<file path="config.mk">
export PLATFORM = sky130hd
export DESIGN_NAME = txword_loader
export DESIGN_NICKNAME = d
export VERILOG_FILES = /design/src/rtl/txw_pkg.sv /design/src/rtl/txw_sync_edge.sv /design/src/rtl/txw_shifter.sv /design/src/rtl/txw_window.sv /design/src/rtl/txword_loader.sv
export SDC_FILE = /design/constraint.sdc
export NUM_CORES = 1
export LEC_CHECK = 0
export BUFFER_PORTS_ARGS = -buffer_cell sky130_fd_sc_hd__clkbuf_2
export CORE_ASPECT_RATIO = 0.75
export CORE_MARGIN = 2
export CORE_UTILIZATION = 50
export DETAILED_ROUTE_END_ITERATION = 6
export MAX_ROUTING_LAYER = met4
export PLACE_DENSITY = 0.8
export SLEW_MARGIN = 5
export SYNTH_ARGS = -nofsm -noshare
export SYNTH_HDL_FRONTEND = slang
export SYNTH_SLANG_ARGS = --single-unit
</file>
<file path="constraint.sdc">
create_clock -name clk -period 2.7 [get_ports clk]
set_input_delay 0.54 -clock clk [delete_from_list [all_inputs] [get_ports clk]]
set_output_delay 0.54 -clock clk [all_outputs]
set_load 0.05 [all_outputs]
</file>
<file path="src/rtl/txw_pkg.sv">
// Shared definitions for the serial word loader.
// Assumes: one fixed word width for every instance.
package txw_pkg;
    localparam int WORD_BITS = 40;

    // Window class, encoded as {control_not_voice, mode_b}
    typedef enum logic [1:0] {
        WIN_VOICE_A = 2'b00,
        WIN_VOICE_B = 2'b01,
        WIN_CTRL_A  = 2'b10,
        WIN_CTRL_B  = 2'b11
    } win_kind_e;
endpackage

</file>
<file path="src/rtl/txw_sync_edge.sv">
// Brings the host serial clock and data into the core clock domain and
// flags each rising edge of the serial clock.
// Assumes: each host clock level lasts well over STAGES core cycles, and data
// is stable around the rising edge; both wires use equal-length pipes.
module txw_sync_edge #(
    parameter int STAGES = 2
) (
    input  logic clk,
    input  logic rst_n,
    input  logic sclk_in,
    input  logic sdat_in,
    output logic rise,
    output logic dat
);
    logic [STAGES-1:0] sck_pipe;
    logic [STAGES-1:0] dat_pipe;
    logic              sck_prev;

    // Purpose: multi-stage synchronizers plus a delayed copy for edge detection
    always_ff @(posedge clk) begin
        if (!rst_n) begin
            sck_pipe <= '0;
            dat_pipe <= '0;
            sck_prev <= 1'b0;
        end else begin
            sck_pipe <= {sck_pipe[STAGES-2:0], sclk_in};
            dat_pipe <= {dat_pipe[STAGES-2:0], sdat_in};
            sck_prev <= sck_pipe[STAGES-1];
        end
    end

    assign rise = sck_pipe[STAGES-1] & ~sck_prev;
    assign dat  = dat_pipe[STAGES-1];
endmodule

</file>
<file path="src/rtl/txw_shifter.sv">
// Assembles serial bits MSB first and pulses done for one cycle when a full
// word is present on word.
// Assumes: bit_en is a single-cycle strobe per bit; clr drops partial words.
module txw_shifter #(
    parameter int W = 40
) (
    input  logic         clk,
    input  logic         rst_n,
    input  logic         clr,
    input  logic         bit_en,
    input  logic         bit_in,
    output logic         done,
    output logic [W-1:0] word
);
    localparam int CW = $clog2(W + 1);

    logic [CW-1:0] count;
    logic [W-1:0]  shreg;
    logic          last_bit;

    assign last_bit = bit_en && (count == CW'(W - 1));

    // Purpose: shift in bits, count them and flag the word-complete cycle
    always_ff @(posedge clk) begin
        if (!rst_n || clr) begin
            count <= '0;
            shreg <= '0;
            done  <= 1'b0;
        end else begin
            done <= last_bit;
            if (bit_en) begin
                shreg <= {shreg[W-2:0], bit_in};
                count <= last_bit ? '0 : count + 1'b1;
            end
        end
    end

    assign word = shreg;
endmodule

</file>
<file path="src/rtl/txw_window.sv">
// Down-counter of millisecond ticks. Reloads on request, decrements while
// run is high, and reports expiry on the tick that would take it to zero.
// Assumes: win_val >= 1; tick is a single-cycle pulse.
module txw_window #(
    parameter int CNT_W = 6
) (
    input  logic             clk,
    input  logic             rst_n,
    input  logic             clr,
    input  logic             reload,
    input  logic [CNT_W-1:0] win_val,
    input  logic             run,
    input  logic             tick,
    output logic             expire
);
    logic [CNT_W-1:0] cnt;

    assign expire = run && tick && (cnt <= CNT_W'(1));

    // Purpose: hold, reload or count down the remaining window
    always_ff @(posedge clk) begin
        if (!rst_n || clr) begin
            cnt <= '0;
        end else if (reload) begin
            cnt <= win_val;
        end else if (run && tick && cnt > CNT_W'(1)) begin
            cnt <= cnt - 1'b1;
        end
    end
endmodule

</file>
<file path="src/rtl/txword_loader.sv">
// Top level: serial word input, one-word buffer, message flags and refill
// window supervision.
// Assumes: host serial clock far slower than clk; take/msg_end/tick_ms and
// abort_req are single-cycle pulses in the clk domain.
module txword_loader
    import txw_pkg::*;
#(
    parameter int W           = WORD_BITS,
    parameter int SYNC_STAGES = 2,
    parameter int WIN_VA      = 60,
    parameter int WIN_VB      = 48,
    parameter int WIN_CA      = 29,
    parameter int WIN_CB      = 23
) (
    input  logic         clk,
    input  logic         rst_n,
    input  logic         abort_req,
    input  logic         host_sclk,
    input  logic         host_sdata,
    input  logic         tick_ms,
    input  logic         chan_voice,
    input  logic         mode_b,
    input  logic         take,
    input  logic         msg_end,
    output logic [W-1:0] word_q,
    output logic         word_vld,
    output logic         busy,
    output logic         aborted
);
    localparam int MAX_V = (WIN_VA > WIN_VB) ? WIN_VA : WIN_VB;
    localparam int MAX_C = (WIN_CA > WIN_CB) ? WIN_CA : WIN_CB;
    localparam int MAX_W = (MAX_V > MAX_C) ? MAX_V : MAX_C;
    localparam int CNT_W = $clog2(MAX_W + 1);

    logic             bit_rise;
    logic             bit_dat;
    logic             word_done;
    logic [W-1:0]     sh_word;
    logic             accept;
    logic             win_run;
    logic             win_reload;
    logic             expire;
    win_kind_e        kind;
    logic [CNT_W-1:0] win_val;

    txw_sync_edge #(.STAGES(SYNC_STAGES)) u_sync (
        .clk     (clk),
        .rst_n   (rst_n),
        .sclk_in (host_sclk),
        .sdat_in (host_sdata),
        .rise    (bit_rise),
        .dat     (bit_dat)
    );

    txw_shifter #(.W(W)) u_shift (
        .clk    (clk),
        .rst_n  (rst_n),
        .clr    (abort_req),
        .bit_en (bit_rise),
        .bit_in (bit_dat),
        .done   (word_done),
        .word   (sh_word)
    );

    // Purpose: choose the refill window length from the channel/mode pins
    always_comb begin
        kind = win_kind_e'({~chan_voice, mode_b});
        unique case (kind)
            WIN_VOICE_A: win_val = CNT_W'(WIN_VA);
            WIN_VOICE_B: win_val = CNT_W'(WIN_VB);
            WIN_CTRL_A:  win_val = CNT_W'(WIN_CA);
            default:     win_val = CNT_W'(WIN_CB);
        endcase
    end

    assign accept     = word_done && !aborted && (!word_vld || take);
    assign win_reload = take && word_vld;
    assign win_run    = busy && !word_vld && !word_done;

    txw_window #(.CNT_W(CNT_W)) u_win (
        .clk     (clk),
        .rst_n   (rst_n),
        .clr     (abort_req),
        .reload  (win_reload),
        .win_val (win_val),
        .run     (win_run),
        .tick    (tick_ms),
        .expire  (expire)
    );

    // Purpose: one-word buffer and message in-progress / aborted flags
    always_ff @(posedge clk) begin
        if (!rst_n || abort_req) begin
            word_q   <= '0;
            word_vld <= 1'b0;
            busy     <= 1'b0;
            aborted  <= 1'b0;
        end else begin
            if (accept) begin
                word_q   <= sh_word;
                word_vld <= 1'b1;
            end else if (take) begin
                word_vld <= 1'b0;
            end

            if (expire) begin
                busy    <= 1'b0;
                aborted <= 1'b1;
            end else if (msg_end) begin
                busy <= 1'b0;
            end else if (accept) begin
                busy <= 1'b1;
            end
        end
    end
endmodule

</file>
==> tab_implementation.tex, run 1 <==
\begin{tabular}{lr}
\hline
Metric & Value \\
\hline
\multicolumn{2}{l}{\textbf{Yosys}} \\
\quad Top cells by count, synth & nand2\_1 (170), dfxtp\_1 (101), a21oi\_1 (87) \\
\quad Synth cell types & 30 \\
\quad Fraction of registers with async set/reset & 0\% \\
\quad Sequential cell area fraction in the yosys report & 55.5\% \\
\quad Fraction of post-synthesis cell area in the top cell type by area & 55.5\% \\
\quad Syn. warnings & 0 \\
\quad Post-synthesis instance area & 3640 um2 \\
\quad Largest area contributor in the synthesized netlist & dfxtp\_1 \\
\quad Avg Synthesized Cell Area & 8.06 um2 \\
\quad Post-synth EDFFs & 0 \\
\quad Most frequently used flop master after synthesis & dfxtp\_1 \\
\quad Number of register bits inferred by synthesis & 101 \\
\quad Most common cell in the synthesized netlist & nand2\_1 \\
\quad Main area contributors after synthesis & dfxtp\_1 (56\%), nand2\_1 (18\%), a21oi\_1 (12\%) \\
\quad Cell count after synthesis & 452 \\
\quad Synth Net Count & 465 \\
\multicolumn{2}{l}{\textbf{Cells and area}} \\
\quad Number of inserted filler cells in the final layout & 616 \\
\quad Net count reported at finish & 505 \\
\quad Area added between synthesis and finish & 14.7\% \\
\quad Design Area, Final & 4180 um2 \\
\quad Number of non-filler instances in the completed layout & 595 \\
\quad Antenna cell count & 0 \\
\quad Share of final-layout standard cells stronger than drive strength 1 & 15.9\% \\
\multicolumn{2}{l}{\textbf{STA}} \\
\quad Period Utilization, post-route & 60.9\% \\
\quad RSZ-0062 raised after global routing & false \\
\quad Maximum achievable frequency & 608 MHz \\
\quad Crit path time final & 1.64 ns \\
\quad Slew at the pin with the worst max-slew slack & 0.533 ns \\
\quad Setup Total Neg Slack & 0 ns \\
\quad Setup Skew & 0.00882 ns \\
\quad Setup violations, final & 0 \\
\quad Number of hold-slack violations in the final timing report & 0 \\
\quad Slew Limit Fails & 0 \\
\quad Slew HR & 64.4\% \\
\multicolumn{2}{l}{\textbf{Route}} \\
\quad Number of nets still failing antenna checks after routing & 0 \\
\quad Number of design rule violations left after detail routing & 0 \\
\quad Via-per-instance ratio & 5.12 \\
\quad Number of vias after detailed routing & 3048 \\
\quad DRT met1 WL & 3.34 mm \\
\quad Top Layer Used & met4 \\
\quad First-pass iteration count of the detailed router & 5 \\
\quad Initial detailed-routing violation count & 204 \\
\quad Met2 WL post-DR & 3.38 mm \\
\quad Total met3 wirelength after detailed routing & 391 um \\
\quad Average routed wire per standard cell & 12.1 um \\
\quad Routed WL & 7.22 mm \\
\multicolumn{2}{l}{\textbf{CTS}} \\
\quad Clock transition at path regs & 0.09 ns \\
\quad Number of gates given a new drive strength after cts & 0 \\
\quad Setup Fix Bufs, Post-CTS & 0 \\
\quad Clock insertion delay at the later pin of the skew report & 0.36 ns \\
\quad CTS Hold Buffers Added & 0 \\
\quad Clock Tree Root & clkbuf\_8 \\
\quad TritonCTS clock tree & done \\
\quad Number of buffers inserted during clock tree synthesis & 9 \\
\quad Clk sinks & 101 \\
\quad Number of buffers on the longest clock path & 2 \\
\quad H-Tree Level Count & 3 \\
\multicolumn{2}{l}{\textbf{Floorplan}} \\
\quad Initial core utilization & 52.6\% \\
\quad Horizontal die dimension & 103 um \\
\quad Row count & 26 \\
\quad Die extent in y & 77.9 um \\
\quad Top-level I/O count & 53 \\
\quad Die Footprint & 7990 um2 \\
\quad Std-Cell Core Area & 6930 um2 \\
\multicolumn{2}{l}{\textbf{Global route}} \\
\quad Largest net degree at the start of global routing & 56 \\
\quad Number of global-route vias before repair & 2623 \\
\quad Wire length of the first global-routing pass & 12.0 mm \\
\quad GRT Residual Overflow & 0 \\
\quad Number of antenna violations at the first check in global routing & 0 \\
\quad Total Routing Usage GR & 19.7\% \\
\multicolumn{2}{l}{\textbf{Setup path}} \\
\quad Longest individual stage delay on the worst path & 0.43 ns \\
\quad Slowest stage cell, crit path & dfxtp\_1 \\
\quad Kind of cell with the highest combined delay on the critical path & flip-flops \\
\quad Data required time of the critical path & 2.16 ns \\
\quad Type of element capturing the critical path & output pin \\
\quad Launching element type of the critical path & flop \\
\quad Critical path, cell by cell & clkbuf\_2 \\
\quad Worst-path maximum fanout & 6 \\
\quad Crit path arrival time & 1.10 ns \\
\quad Critical path buffers and inverters & 1 \\
\quad Setup CP Type & reg -> out \\
\multicolumn{2}{l}{\textbf{Placement}} \\
\quad Gp weighted congestion & 0.910 \\
\quad Instance area after placement & 3980 um2 \\
\quad Placed cells & 579 \\
\quad Number of buffers added on ports & 52 \\
\quad Final HPWL from detailed placement & 4.72 mm \\
\multicolumn{2}{l}{\textbf{Pwr}} \\
\quad Net switching share of the total power & 21.4\% \\
\quad Worst ir drop on vdd & 266 uV \\
\quad Internal power component & 1.96 mW \\
\quad Combinational power share & 2.2\% \\
\quad Sequential group share of total power & 59.9\% \\
\quad Pwr/cell area & 597 nW/um2 \\
\quad Static leakage power & 1.42 nW \\
\quad Net switching power of the design & 0.533 mW \\
\quad Share of total power in the clock network & 37.9\% \\
\multicolumn{2}{l}{\textbf{Min path}} \\
\quad Hold Crit Class & in -> reg \\
\multicolumn{2}{l}{\textbf{Run status}} \\
\quad Outcome & finished clean \\
\multicolumn{2}{l}{\textbf{Run}} \\
\quad Number of max-capacitance violations reported & 0 \\
\hline
\end{tabular}
-- kinds of logic after synthesis --
| family | after synthesis | synth area share (%) |
|---|---|---|
| fa+ha+maj | 3 | 1.03 |
| mux | 2 | 0.584 |
| xor+xnor | 6 | 1.44 |
| simple gates | 210 | 24.0 |
| buf+inv | 33 | 3.54 |
| flops | 101 | 55.5 |
| compound gates | 97 | 13.9 |
-- state kept, by name (all words and copies together) (netlist names) --
name,flops
u_shift.count,6
u_shift.word,40
u_shift.done,1
u_win.cnt,6
aborted,1
u_sync.dat_pipe,2
u_sync.sck_prev,1
word_vld,1
busy,1
word_q,40
u_sync.sck_pipe,2
-- power groups by stage --
stage | clock network (mW) | logic [mW] | registers (mW)
after floorplan | 0 | 0.0376 | 1.53
after global placement | 0 | 0.0556 | 1.53
after detailed placement | 0 | 0.0559 | 1.53
after CTS | 0.966 | 0.0561 | 1.49
after global routing | 1.04 | 0.0621 | 1.49
final | 0.944 | 0.0560 | 1.49
-- final timing paths --
| check | start | to | slack [ns] | cells past startpoint |
|---|---|---|---|---|
| worst max-delay path | word_vld | word_vld | 1.06 | 1 |
| worst min-delay path | msg_end | busy | 0.34 | 2 |
| worst max register to register | u_sync.sck_prev | u_shift.count[0] | 1.07 | 4 |
| worst min register to register | u_sync.dat_pipe[0] | u_sync.dat_pipe[1] | 0.44 | 1 |
-- final cells by class --
class / count / area (um2) / share of cell area, %
Timing Repair Buffer: 58 / 305 / 7.31
Tap cell: 98 / 123 / 2.94
Clock inverter: 5 / 60.1 / 1.44
Multi-Input combinational cell: 318 / 1510 / 36.2
Sequential cell: 101 / 2020 / 48.4
Clock buffer: 11 / 141 / 3.38
Inverter: 4 / 15.0 / 0.359
-- metal layers --
layer	global-route usage, %	vias to the layer above
met1	25.0	1397
met5	-	-
met2	29.9	84
met3	6.76	14
li1	-	1553
met4	5.47	0
-- placed cells by master, fill, tap and decap left out, drive strengths merged, types with 2 or more instances in the layout --
cell    count
a31oi       2
dfxtp     101
nor2b       3
buf         6
ha          3
nand2b      5
or3         4
o31a        2
xnor2       4
inv         4
xor2        2
clkinv      3
clkbuf     63
and2        7
a21oi      87
nor2        7
nor4        2
nor3        6
nand2     170
o21ai       3
-- metrics by stage --
| step | power (mW) | util (%) | setup WS, ns | hold slack [ns] |
|---|---|---|---|---|
| 3_5_place_dp | 1.58 | 57.4 | 0.927 | 0.418 |
| 6_report | 2.49 | 60.3 | 1.06 | 0.339 |
| 2_1_floorplan | 1.57 | - | 0.980 | 0.412 |
| 5_1_grt | 2.59 | 60.3 | 0.995 | 0.320 |
| 4_1_cts | 2.52 | 60.3 | 1.05 | 0.327 |
| 3_3_place_gp | 1.58 | 57.4 | 1.01 | 0.415 |
Power figures use the tool's default switching activity.
==> run 2, diff against run 1 <==
==> constraint.sdc (replaced) <==
create_clock -name clk -period 1.53 [get_ports clk]
set_input_delay 0.306 -clock clk [delete_from_list [all_inputs] [get_ports clk]]
set_output_delay 0.306 -clock clk [all_outputs]
set_load 0.05 [all_outputs]
==> tab_implementation.tex, run 2 (synthesis results as in run 1) <==
\begin{tabular}{lr}
\hline
Metric & Value \\
\hline
\multicolumn{2}{l}{\textbf{Placement}} \\
\quad Placement Setup Slack & 0.00217 ns \\
\quad Instance area after placement & 4050 um2 \\
\quad Final HPWL from detailed placement & 4.75 mm \\
\quad Gp weighted congestion & 0.847 \\
\quad Number of buffers added on ports & 52 \\
\quad Placed cells & 583 \\
\multicolumn{2}{l}{\textbf{Route}} \\
\quad Number of nets still failing antenna checks after routing & 0 \\
\quad First-pass iteration count of the detailed router & 4 \\
\quad Average routed wire per standard cell & 12.1 um \\
\quad Number of vias after detailed routing & 3020 \\
\quad Via-per-instance ratio & 5.04 \\
\quad Number of design rule violations left after detail routing & 0 \\
\quad Initial detailed-routing violation count & 137 \\
\quad Routed WL & 7.24 mm \\
\multicolumn{2}{l}{\textbf{Cells and area}} \\
\quad Net count reported at finish & 509 \\
\quad Share of final-layout standard cells stronger than drive strength 1 & 18.6\% \\
\quad Util after Layout & 61.7\% \\
\quad Area added between synthesis and finish & 17.3\% \\
\quad Sequential cell area & 2040 um2 \\
\quad Number of non-filler instances in the completed layout & 599 \\
\quad Antenna cell count & 0 \\
\quad Most used cells in the layout excluding fill and tap cells & nand2\_1 (170), dfxtp\_1 (96), a21oi\_1 (87) \\
\quad Number of inserted filler cells in the final layout & 614 \\
\quad Design Area, Final & 4270 um2 \\
\quad Area taken by multi-input logic gates & 1540 um2 \\
\quad Most frequent standard cell in the layout excluding fill and tap cells & nand2\_1 \\
\multicolumn{2}{l}{\textbf{Setup path}} \\
\quad Setup CP Type & reg -> reg \\
\quad Crit path arrival time & 1.77 ns \\
\quad Data required time of the critical path & 1.79 ns \\
\quad Worst-path maximum fanout & 4 \\
\quad Type of element capturing the critical path & flop \\
\quad Launching element type of the critical path & flop \\
\multicolumn{2}{l}{\textbf{STA}} \\
\quad Post-Route Hold Slack & 0.0770 ns \\
\quad Setup Total Neg Slack & 0 ns \\
\quad Slew Limit Fails & 0 \\
\quad Period Utilization, post-route & 98.1\% \\
\quad Number of hold-slack violations in the final timing report & 0 \\
\quad Slew HR & 75.6\% \\
\quad Setup Skew & 0.00762 ns \\
\quad Post-layout worst setup margin & 0.0291 ns \\
\quad Maximum achievable frequency & 666 MHz \\
\quad Crit path time final & 1.50 ns \\
\quad Setup violations, final & 0 \\
\quad Slew at the pin with the worst max-slew slack & 0.365 ns \\
\multicolumn{2}{l}{\textbf{CTS}} \\
\quad TritonCTS clock tree & done \\
\quad Number of buffers on the longest clock path & 2 \\
\quad Setup Fix Bufs, Post-CTS & 0 \\
\quad Clock Tree Root & clkbuf\_8 \\
\quad Number of buffers inserted during clock tree synthesis & 9 \\
\quad Clock insertion delay at the later pin of the skew report & 0.37 ns \\
\quad CTS Hold Buffers Added & 0 \\
\quad Clk sinks & 101 \\
\quad Clock transition at path regs & 0.10 ns \\
\quad H-Tree Level Count & 3 \\
\multicolumn{2}{l}{\textbf{Pwr}} \\
\quad Pwr/cell area & 1010 nW/um2 \\
\quad Worst ir drop on vdd & 465 uV \\
\quad Static leakage power & 1.45 nW \\
\quad Final Power & 4.30 mW \\
\multicolumn{2}{l}{\textbf{Run status}} \\
\quad Outcome & finished clean \\
\multicolumn{2}{l}{\textbf{Global route}} \\
\quad Total Routing Usage GR & 19.4\% \\
\quad GRT Residual Overflow & 0 \\
\quad Wire length of the first global-routing pass & 12.0 mm \\
\quad Number of antenna violations at the first check in global routing & 0 \\
\quad Largest net degree at the start of global routing & 63 \\
\quad Number of global-route vias before repair & 2719 \\
\multicolumn{2}{l}{\textbf{Floorplan}} \\
\quad Top-level I/O count & 53 \\
\quad Die extent in y & 77.9 um \\
\quad Horizontal die dimension & 103 um \\
\quad Row count & 26 \\
\quad Initial core utilization & 52.6\% \\
\quad Die Footprint & 7990 um2 \\
\quad Std-Cell Core Area & 6930 um2 \\
\multicolumn{2}{l}{\textbf{Run}} \\
\quad Number of max-capacitance violations reported & 0 \\
\multicolumn{2}{l}{\textbf{Min path}} \\
\quad Hold Crit Class & in -> reg \\
\hline
\end{tabular}
run 2: timing repair:
action,4_1_cts,5_1_grt
setup endpoints to repair,1,3
resized for setup,2,10
gates cloned,0,0
pin swaps,1,0
run 2: final cells by class:
type | count | area share, %
multi-input cells | 318 | 36.1
flip-flops and latches | 101 | 47.6
well taps | 98 | 2.87
inverters | 4 | 0.351
clock buffers | 9 | 2.90
clock inverters | 7 | 1.41
repair buffers | 62 | 8.72
run 2: critical path, stage by stage, from the launching register on:
cell,delay (ns)
dfxtp_2,0.35
or3_4,0.40
o31a_1,0.31
mux2i_1,0.14
a31o_1,0.21
run 2: metal layers:
metal	vias up	track usage, %	wire, um	share of wire (%)
li1	1563	-	-	-
met1	1374	23.9	3410	47
met2	70	31.0	3400	47
met3	13	6.04	346	4.8
met4	0	5.20	85	1.2
met5	-	-	0	0
run 2: final timing paths:
check / startpoint / end / slack [ns] / depth (start not counted)
worst max-delay path: u_win.cnt[3] / u_win.cnt[1] / 0.03 / 4
worst min-delay path: msg_end / busy / 0.08 / 2
worst max register to register: u_win.cnt[3] / u_win.cnt[1] / 0.03 / 4
worst min register to register: u_sync.sck_pipe[0] / u_sync.sck_pipe[1] / 0.45 / 1
run 2: power by group:
group	internal [mW]	switching (mW)
clock	0.616	0.951
combinational	0.0309	0.0763
sequential	2.63	0.00308
==> run 3, diff against run 2 <==
--- a/config.mk
+++ b/config.mk
@@ -9,6 +9,7 @@
 export CORE_ASPECT_RATIO = 0.75
 export CORE_MARGIN = 2
 export CORE_UTILIZATION = 50
+export CTS_BUF_LIST = sky130_fd_sc_hd__clkbuf_4
 export DETAILED_ROUTE_END_ITERATION = 6
 export MAX_ROUTING_LAYER = met4
 export PLACE_DENSITY = 0.8
==> tab_implementation.tex, run 3 (synthesis results as in run 1) <==
\begin{tabular}{lr}
\hline
Metric & Value \\
\hline
\multicolumn{2}{l}{\textbf{Run status}} \\
\quad Outcome & finished clean \\
\multicolumn{2}{l}{\textbf{Setup path}} \\
\quad Critical path buffers and inverters & 0 \\
\quad Slowest stage cell, crit path & or3\_4 \\
\quad Crit path arrival time & 1.88 ns \\
\quad Count of cells along the worst register-to-register path & 4 \\
\quad Worst-path maximum fanout & 4 \\
\quad Slack of the worst reg-to-reg path & 0.01 ns \\
\quad Launching element type of the critical path & flop \\
\quad Longest individual stage delay on the worst path & 0.40 ns \\
\quad Setup CP Type & reg -> reg \\
\quad Kind of cell with the highest combined delay on the critical path & compound AO/OA/AOI/OAI gates \\
\quad Launching point of the worst reg2reg path & u\_win.cnt[3] \\
\quad Critical path, cell by cell & or3\_4, o31a\_1, mux2i\_1, a31o\_1 \\
\quad Type of element capturing the critical path & flop \\
\quad Data required time of the critical path & 1.90 ns \\
\quad Terminus of the critical flop-to-flop path & u\_win.cnt[1] \\
\multicolumn{2}{l}{\textbf{STA}} \\
\quad Crit path time final & 1.52 ns \\
\quad Slew at the pin with the worst max-slew slack & 0.367 ns \\
\quad Setup violations, final & 0 \\
\quad Slew Limit Fails & 0 \\
\quad Number of hold-slack violations in the final timing report & 0 \\
\quad Setup Skew & 0.0146 ns \\
\quad Slew HR & 75.5\% \\
\quad Maximum achievable frequency & 659 MHz \\
\quad Post-Route Hold Slack & 0.0425 ns \\
\quad Period Utilization, post-route & 99.1\% \\
\multicolumn{2}{l}{\textbf{Pwr}} \\
\quad Net switching power of the design & 0.997 mW \\
\quad Internal power component & 3.02 mW \\
\quad Worst ir drop on vdd & 638 uV \\
\quad Combinational power share & 2.7\% \\
\quad Static leakage power & 1.45 nW \\
\quad Share of total power in the clock network & 31.7\% \\
\quad Sequential group share of total power & 65.5\% \\
\quad Pwr/cell area & 947 nW/um2 \\
\quad Net switching share of the total power & 24.8\% \\
\multicolumn{2}{l}{\textbf{Route}} \\
\quad First-pass iteration count of the detailed router & 4 \\
\quad Number of nets still failing antenna checks after routing & 0 \\
\quad Initial detailed-routing violation count & 183 \\
\quad Average routed wire per standard cell & 12.2 um \\
\quad Number of design rule violations left after detail routing & 0 \\
\quad Routed WL & 7.33 mm \\
\quad Number of vias after detailed routing & 3037 \\
\quad Via-per-instance ratio & 5.04 \\
\multicolumn{2}{l}{\textbf{CTS}} \\
\quad H-Tree Level Count & 3 \\
\quad Number of buffers on the longest clock path & 2 \\
\quad Clk sinks & 101 \\
\quad Clock transition at path regs & 0.15 ns \\
\quad TritonCTS clock tree & done \\
\quad Clock insertion delay at the later pin of the skew report & 0.47 ns \\
\quad Clock Tree Root & clkbuf\_4 \\
\quad Number of buffers inserted during clock tree synthesis & 9 \\
\multicolumn{2}{l}{\textbf{Global route}} \\
\quad Number of antenna violations at the first check in global routing & 0 \\
\quad Met3 demand-to-capacity share in global routing & 5.50\% \\
\quad Number of global-route vias before repair & 2725 \\
\quad Wire length of the first global-routing pass & 12.0 mm \\
\quad GRT Residual Overflow & 0 \\
\quad GRT met1 Usage & 23.9\% \\
\quad Most used routing layer in global routing & met2 \\
\quad Largest net degree at the start of global routing & 63 \\
\quad Global Route met2 Usage & 30.8\% \\
\quad Total Routing Usage GR & 19.4\% \\
\multicolumn{2}{l}{\textbf{Floorplan}} \\
\quad Die Footprint & 7990 um2 \\
\quad Row count & 26 \\
\quad Std-Cell Core Area & 6930 um2 \\
\quad Horizontal die dimension & 103 um \\
\quad Top-level I/O count & 53 \\
\quad Die extent in y & 77.9 um \\
\quad Initial core utilization & 52.6\% \\
\multicolumn{2}{l}{\textbf{Cells and area}} \\
\quad Area added between synthesis and finish & 16.6\% \\
\quad Area taken by multi-input logic gates & 1550 um2 \\
\quad Share of final-layout standard cells stronger than drive strength 1 & 18.7\% \\
\quad Net count reported at finish & 512 \\
\quad Util after Layout & 61.3\% \\
\quad Antenna cell count & 0 \\
\quad Number of inserted filler cells in the final layout & 618 \\
\quad Most used cells in the layout excluding fill and tap cells & nand2\_1 (170), dfxtp\_1 (96), a21oi\_1 (87) \\
\quad Most frequent standard cell in the layout excluding fill and tap cells & nand2\_1 \\
\quad Sequential cell area & 2040 um2 \\
\multicolumn{2}{l}{\textbf{Min path}} \\
\quad Hold-critical path depth & 2 \\
\quad Worst hold start & host\_sclk \\
\quad End of the worst hold path & u\_sync.sck\_pipe[0] \\
\quad Hold Crit Class & in -> reg \\
\multicolumn{2}{l}{\textbf{Run}} \\
\quad Number of max-capacitance violations reported & 0 \\
\multicolumn{2}{l}{\textbf{Placement}} \\
\quad Final HPWL from detailed placement & 4.75 mm \\
\quad Number of buffers added on ports & 52 \\
\quad Gp weighted congestion & 0.847 \\
\hline
\end{tabular}
==> run 3: cell count changes in the layout (fill, tap and decap cells not counted), sizes merged <==
cell / before / now
buf: 10 / 12
dlygate4sd3: 0 / 1
==> run 3: final cells by class <==
type                    instances  area share (%)
well taps                      98            2.89
clock inverters                 7            1.41
flip-flops and latches        101            47.9
multi-input cells             318            36.4
repair buffers                 65            9.37
inverters                       4           0.354
clock buffers                   9            1.59
==> run 3: worst register-to-register path, cell delays in order, from the launching register on <==
cell and delay, ns:
dfxtp_2 0.37, or3_4 0.40, o31a_1 0.31, mux2i_1 0.14, a31o_1 0.21
==> run 3: how the worst max path moves through the flow <==
stage                  from  depth (start not counted)      endpoint
3_3_place_gp   u_win.cnt[2]                          4  u_win.cnt[5]
6_report       u_win.cnt[3]                          4  u_win.cnt[1]
4_1_cts        u_win.cnt[3]                          4  u_win.cnt[5]
5_1_grt        u_win.cnt[1]                          6  u_win.cnt[2]
3_5_place_dp   u_win.cnt[2]                          4  u_win.cnt[5]
2_1_floorplan      word_vld                          4  u_win.cnt[5]
==> run 3: routing by layer <==
metal,up-vias,routed length (um)
met2,67,3470
met4,0,91
met5,-,0
met3,11,346
met1,1389,3420
li1,1570,-
==> run 3: power by group through the flow <==
stage / clock network (mW) / registers [mW] / logic [mW]
floorplan: 0 / 2.69 / 0.0664
global placement: 0 / 2.70 / 0.105
detailed placement: 0 / 2.70 / 0.107
CTS: 1.33 / 2.64 / 0.109
global route: 1.43 / 2.64 / 0.122
finish: 1.28 / 2.64 / 0.110
==> run 3: timing repair <==
item                       in CTS  in global routing
hold buffers                    1                  0
pin swaps                       1                  0
resized for setup               2                 10
setup endpoints to repair       3                  3
hold endpoints to repair        1                  0
setup buffers                   0                  2
==> run 3: through the flow <==
step	std cells	area (um2)	setup WS (ns)	TNS (ns)	total power, mW
CTS	600	4190	0.0123	0	4.08
global placement	583	4050	0.0297	0	2.80
finish	602	4250	0.0135	0	4.02
floorplan	452	3650	0.00236	0	2.76
detailed placement	583	4050	0.00217	0	2.80
global route	602	4250	-0.0335	-0.0641	4.19
